### config.mk
export PLATFORM = sky130hd
export DESIGN_NAME = wrf_ctrl
export DESIGN_NICKNAME = d
export VERILOG_FILES = /design/src/rtl/wrf_pkg.sv /design/src/rtl/wrf_call_scan.sv /design/src/rtl/wrf_ret_scan.sv /design/src/rtl/wrf_ctrl.sv
export SDC_FILE = /design/constraint.sdc
export NUM_CORES = 1
export LEC_CHECK = 0
export ABC_AREA = 1
export CAP_MARGIN = 10
export CORE_MARGIN = 4
export CORE_UTILIZATION = 44
export DETAILED_ROUTE_END_ITERATION = 16
export HOLD_SLACK_MARGIN = 0.08
export PLACE_DENSITY = 0.81
export SLEW_MARGIN = 15
export SYNTH_ARGS = -nofsm -noshare
export SYNTH_HDL_FRONTEND = slang
export SYNTH_SLANG_ARGS = --single-unit
### constraint.sdc
create_clock -name clk -period 7.8 [get_ports clk]
set_input_delay 1.56 -clock clk [delete_from_list [all_inputs] [get_ports clk]]
set_output_delay 1.56 -clock clk [all_outputs]
set_load 0.05 [all_outputs]
### src/rtl/wrf_pkg.sv
package wrf_pkg;

  typedef enum logic [1:0] {
    OP_CALL = 2'd0,
    OP_RET  = 2'd1,
    OP_ROT  = 2'd2,
    OP_RSVD = 2'd3
  } wrf_op_e;

  typedef enum logic [2:0] {
    WX_NONE  = 3'd0,
    WX_OVF4  = 3'd1,
    WX_OVF8  = 3'd2,
    WX_OVF12 = 3'd3,
    WX_RSV4  = 3'd4,
    WX_UNF4  = 3'd5,
    WX_UNF8  = 3'd6,
    WX_UNF12 = 3'd7
  } wrf_exc_e;

endpackage

### src/rtl/wrf_call_scan.sv
module wrf_call_scan
  import wrf_pkg::*;
#(
  parameter int GROUPS = 16,
  parameter int BW     = 4
) (
  input  logic [BW-1:0]     base,
  input  logic [GROUPS-1:0] mask,
  input  logic [1:0]        inc,
  output logic              spill,
  output logic [BW-1:0]     spill_base,
  output wrf_exc_e          spill_kind,
  output logic [BW-1:0]     plain_base,
  output logic [GROUPS-1:0] plain_mask
);
  localparam int CW = BW + 1;

  // ahead[k] is the group k+1 places past the base, wrapping around the file
  logic [GROUPS-1:0] ahead;
  for (genvar k = 0; k < GROUPS; k++) begin : g_rot
    assign ahead[k] = mask[base + BW'(k + 1)];
  end

  function automatic logic [CW-1:0] tz(input logic [GROUPS-1:0] v);
    logic [CW-1:0] r;
    r = CW'(GROUPS);
    for (int i = GROUPS - 1; i >= 0; i--) begin
      if (v[i]) r = CW'(i);
    end
    return r;
  endfunction

  logic [2:0]        inc_bits;
  logic [CW-1:0]     first_tz;
  logic [CW-1:0]     step;
  logic [GROUPS-1:0] rest;
  logic [CW-1:0]     rest_tz;

  always_comb begin
    case (inc)
      2'd0:    inc_bits = 3'b000;
      2'd1:    inc_bits = 3'b001;
      2'd2:    inc_bits = 3'b011;
      default: inc_bits = 3'b111;
    endcase
  end

  assign spill      = |(ahead[2:0] & inc_bits);
  assign first_tz   = tz(ahead);
  assign step       = first_tz + CW'(1);
  assign spill_base = base + BW'(step);
  assign rest       = ahead >> step;
  assign rest_tz    = tz(rest);

  always_comb begin
    if (rest_tz == '0)              spill_kind = WX_OVF4;
    else if (rest_tz == CW'(1))     spill_kind = WX_OVF8;
    else                            spill_kind = WX_OVF12;
  end

  assign plain_base = base + BW'(inc);
  assign plain_mask = mask | (GROUPS'(1) << plain_base);

endmodule

### src/rtl/wrf_ret_scan.sv
module wrf_ret_scan #(
  parameter int GROUPS = 16,
  parameter int BW     = 4
) (
  input  logic [BW-1:0]     base,
  input  logic [GROUPS-1:0] mask,
  input  logic [1:0]        frame,
  output logic [1:0]        found,
  output logic [BW-1:0]     new_base,
  output logic              hit,
  output logic [GROUPS-1:0] freed_mask
);
  // nearest live caller below the base, closest group first
  always_comb begin
    if (mask[base - BW'(1)])      found = 2'd1;
    else if (mask[base - BW'(2)]) found = 2'd2;
    else if (mask[base - BW'(3)]) found = 2'd3;
    else                          found = 2'd0;
  end

  assign new_base   = base - BW'(frame);
  assign hit        = mask[new_base];
  assign freed_mask = mask & ~(GROUPS'(1) << base);

endmodule

### src/rtl/wrf_ctrl.sv
module wrf_ctrl
  import wrf_pkg::*;
#(
  parameter int NUM_REGS = 64,
  parameter int ADDR_W   = 32,
  localparam int GROUPS  = NUM_REGS / 4,
  localparam int BW      = $clog2(GROUPS)
) (
  input  logic              clk,
  input  logic              rst_n,
  input  logic              in_valid,
  input  logic [1:0]        op,
  input  logic [3:0]        reg_sel,
  input  logic [1:0]        call_inc,
  input  logic              woe,
  input  logic              excm,
  input  logic [3:0]        rot_imm,
  input  logic [ADDR_W-1:0] ret_addr,
  input  logic [ADDR_W-1:0] pc,
  output logic              done,
  output logic              illegal,
  output logic [2:0]        exc_code,
  output logic [ADDR_W-1:0] ret_pc,
  output logic [ADDR_W-1:0] exc_pc,
  output logic [BW-1:0]     old_base,
  output logic [BW-1:0]     win_base,
  output logic [GROUPS-1:0] live_mask
);
  logic              c_spill;
  logic [BW-1:0]     c_spill_base, c_plain_base;
  wrf_exc_e          c_kind;
  logic [GROUPS-1:0] c_plain_mask;

  wrf_call_scan #(.GROUPS(GROUPS), .BW(BW)) u_call (
    .base(win_base), .mask(live_mask), .inc(call_inc),
    .spill(c_spill), .spill_base(c_spill_base), .spill_kind(c_kind),
    .plain_base(c_plain_base), .plain_mask(c_plain_mask)
  );

  logic [1:0]        frame, r_found;
  logic [BW-1:0]     r_base;
  logic              r_hit;
  logic [GROUPS-1:0] r_mask;

  assign frame = ret_addr[ADDR_W-1 -: 2];

  wrf_ret_scan #(.GROUPS(GROUPS), .BW(BW)) u_ret (
    .base(win_base), .mask(live_mask), .frame(frame),
    .found(r_found), .new_base(r_base), .hit(r_hit), .freed_mask(r_mask)
  );

  logic              mode_ok;
  logic [BW-1:0]     rot_step;
  logic [BW-1:0]     nx_base;
  logic [GROUPS-1:0] nx_mask;
  logic              nx_ill, nx_wexc;
  wrf_exc_e          nx_exc;
  logic [ADDR_W-1:0] nx_ret;

  assign mode_ok  = woe & ~excm;
  assign rot_step = BW'(signed'(rot_imm));

  always_comb begin
    nx_base = win_base;
    nx_mask = live_mask;
    nx_ill  = 1'b0;
    nx_wexc = 1'b0;
    nx_exc  = WX_NONE;
    nx_ret  = '0;
    case (wrf_op_e'(op))
      OP_CALL: begin
        if (reg_sel > 4'd3 || !mode_ok) begin
          nx_ill = 1'b1;
        end else if (c_spill) begin
          nx_base = c_spill_base;
          nx_exc  = c_kind;
          nx_wexc = 1'b1;
        end else begin
          nx_base = c_plain_base;
          nx_mask = c_plain_mask;
        end
      end
      OP_RET: begin
        if (frame == 2'd0 || (r_found != 2'd0 && r_found != frame) || !mode_ok) begin
          nx_ill = 1'b1;
        end else begin
          nx_ret  = {pc[ADDR_W-1 -: 2], ret_addr[ADDR_W-3:0]};
          nx_base = r_base;
          if (r_hit) begin
            nx_mask = r_mask;
          end else begin
            nx_exc  = wrf_exc_e'({1'b1, frame});
            nx_wexc = 1'b1;
          end
        end
      end
      OP_ROT: nx_base = win_base + rot_step;
      default: nx_ill = 1'b1;
    endcase
  end

  always_ff @(posedge clk or negedge rst_n) begin
    if (!rst_n) begin
      win_base  <= '0;
      live_mask <= GROUPS'(1);
      old_base  <= '0;
      exc_pc    <= '0;
      done      <= 1'b0;
      illegal   <= 1'b0;
      exc_code  <= WX_NONE;
      ret_pc    <= '0;
    end else begin
      done <= in_valid;
      if (in_valid) begin
        win_base  <= nx_base;
        live_mask <= nx_mask;
        illegal   <= nx_ill;
        exc_code  <= nx_exc;
        ret_pc    <= nx_ret;
        if (nx_wexc) begin
          old_base <= win_base;
          exc_pc   <= pc;
        end
      end
    end
  end

endmodule

==> impl_metrics.yaml <==
synth:
  syn-num-nets: 932
  syn_inst: 819
  synthTopCellsByCount: "nand2_1, nand3_1, dfrtp_1"
  synth_seq_cells: 93
  synth_cell_type_count: 54
  synth_ff_type: "dfrtp_1"
  synthTopCellsByArea: "dfrtp_1, nand3_1, nand2_1, ha_1, mux2_1"
  syn_avg_cell_area_sq_um: 7.785
  async_reset_ff_share_pct: 100.0
  yosysMostFrequentCell: "nand2_1"
  synth_top_area_share_pct: 36.11
  synth_edf_count: 0
  synth_top_cell_by_area: "dfrtp_1"
  yosysWarnings: 0
  syn_area_sq_um: 6376
  yosysSeqAreaShare_pct: 36.52
final_layout:
  n_antenna_cell: 0
  multi_input_area_sq_um: 3520
  nets: 1083
  fillerInstances: 1222
  seq_area_sq_um: 2328
  area_growth_pct: 32.91
  drive_above_1_share_pct: 6.263
sta:
  timing.final.crit_share_pct: 78.38
  setup_violations: 0
  report.final.slew_viol_count: 0
  tns_ns: 0
  hold_viol_final: 0
  slew_headroom_pct: 34.53
  rsz0062_at_grt: "false"
  finClkSkew_ns: 0.004798
  worst_pin_slew_ns: 0.9821
  fin_crit_ns: 6.114
  fmax_mhz: 163.6
status:
  status: "finished, final reports clean"
die:
  start_util_pct: 45.41
  core_sq_um: 14040
  placementRows: 43
  die-area_sq_um: 16480
  die_width_um: 128.4
  dieHeight_um: 128.4
  io_pins: 174
global_route:
  grt_antenna_before_repair: 0
  grt_pass1_wl_um: 31580
  grt_pass1_vias: 6272
  track_usage_pct: 23.77
  grt_max_degree: 68
  grt_remaining_overflow: 0
clock_network:
  cts-hold-fix-buffers: 0
  cts_tree: "built"
  clockBufferDepth: 2
  clockRootBuffer: "clkbuf_16"
  post_cts_resized: 0
  cts_htree_levels: 3
  clkLatencyLatePin_ns: 0.33
  cts_buffers: 9
  path_clk_slew_ns: 0.06
  post_cts_buffers: 0
  cts_sinks: 93
drt:
  dr.pass1.iters: 5
  drc: 0
  wire_per_inst_um: 16.77
  vias: 6376
  routed_wl_um: 19350
  via_per_inst: 5.525
  drt_iter0_drc: 613
  ant_nets: 0
setup_path:
  cpLargestDelayFamily: "simple AND/OR/NAND/NOR gates"
  slowest_stage: "dfrtp_1"
  r2r_start: "win_base[1]"
  cp-startpoint: "win_base[1]"
  cp_num_cells: 29
  required_ns: 8.02
  reg2reg_depth: 29
  arrival_ns: 6.34
  cp_max_fo: 22
  crit_type: "flop to flop"
  cp_num_buf_inv: 3
  startpoint_type: "flop"
  path_common_cell: "nand2_1"
  slowest_delay_ns: 0.99
  worstSetupEndpointType: "flop"
place:
  port_buffers: 171
  routabilityCongestion: 0.9187
  dp_hpwl_um: 14180
hold_path:
  hold_depth: 2
  hold_class: "flop to flop"
  hp-start: "ret_pc[26]"
flow_run:
  cap_violations: 0
==> placed cells by master, fill, tap and decap left out, types with 9 or more instances in the layout <==
cell,n
dfrtp_1,92
o21ai_1,9
nor2_1,32
inv_1,64
mux2_1,28
nand2_1,196
nand3_1,151
o21ai_0,58
inv_2,10
a21oi_1,18
clkbuf_16,9
ha_1,28
clkdlybuf4s50_1,170
buf_4,9
nor3_1,9
==> tightest hold or removal path, delay by kind of cell (launching register included) <==
family | cells | cell delay [ns]
AOI/OAI and AO/OA | 1 | 0.06
DFF | 1 | 0.34
and+or+nand+nor | 1 | 0.05
==> final cells by class <==
cell class | instances | area share (%)
repair buffers | 179 | 20.88
multi-input cells | 610 | 41.53
clock buffers | 9 | 2.658
clock inverters | 6 | 1.329
inverters | 77 | 3.470
flip-flops and latches | 93 | 27.48
well taps | 180 | 2.658
==> stage by stage <==
step                utilization, %  setup slack (ns)  instances  hold slack (ns)  cell area (sq um)
floorplan                        -             3.147        819           0.6056               6376
detailed placement           57.94             1.827       1139           0.4713               8137
CTS                          60.35             1.787       1154           0.4879               8474
global route                 60.35             1.096       1154           0.5022               8474
finish                       60.35             1.686       1154           0.4847               8474
global placement             57.94             1.807       1139           0.4652               8137
==> logic make-up (layout without fill, tap and decap cells) <==
group | count (synthesis) | in the layout | share of synthesized area (%)
mux | 30 | 30 | 5.298
xor+xnor | 12 | 12 | 1.884
compound gates | 129 | 129 | 13.07
simple gates | 407 | 407 | 28.20
fa+ha+maj | 32 | 32 | 6.751
buf+inv | 116 | 271 | 8.281
flops | 93 | 93 | 36.52
==> final timing paths <==
kind                               endpoint  slack (ns)
min in group asynchronous       exc_code[0]        1.13
worst min register to register   ret_pc[26]        0.48
worst min-delay path             ret_pc[26]        0.48
worst max-delay path            exc_code[0]        1.69
max in group asynchronous       win_base[0]        5.51
worst max register to register  exc_code[0]        1.69
==> routing by layer <==
layer / global-route usage, % / vias up / wire length [um]
met1: 30.12 / 3002 / 7692
met3: 8.095 / 21 / 2001
li1: - / 3072 / -
met2: 39.23 / 281 / 9344
met5: 0 / - / 0
met4: 5.930 / 0 / 312
==> flip-flops by register name, summed over array words and instances, names as in the netlist <==
register and cells:
exc_pc 32, live_mask 16, old_base 4, done 1, exc_code 3, ret_pc 32
illegal 1, win_base 4
Power is left out: the tool's default activity adds up to more than one toggle a clock period on the data nets, which glitch-free logic cannot reach.
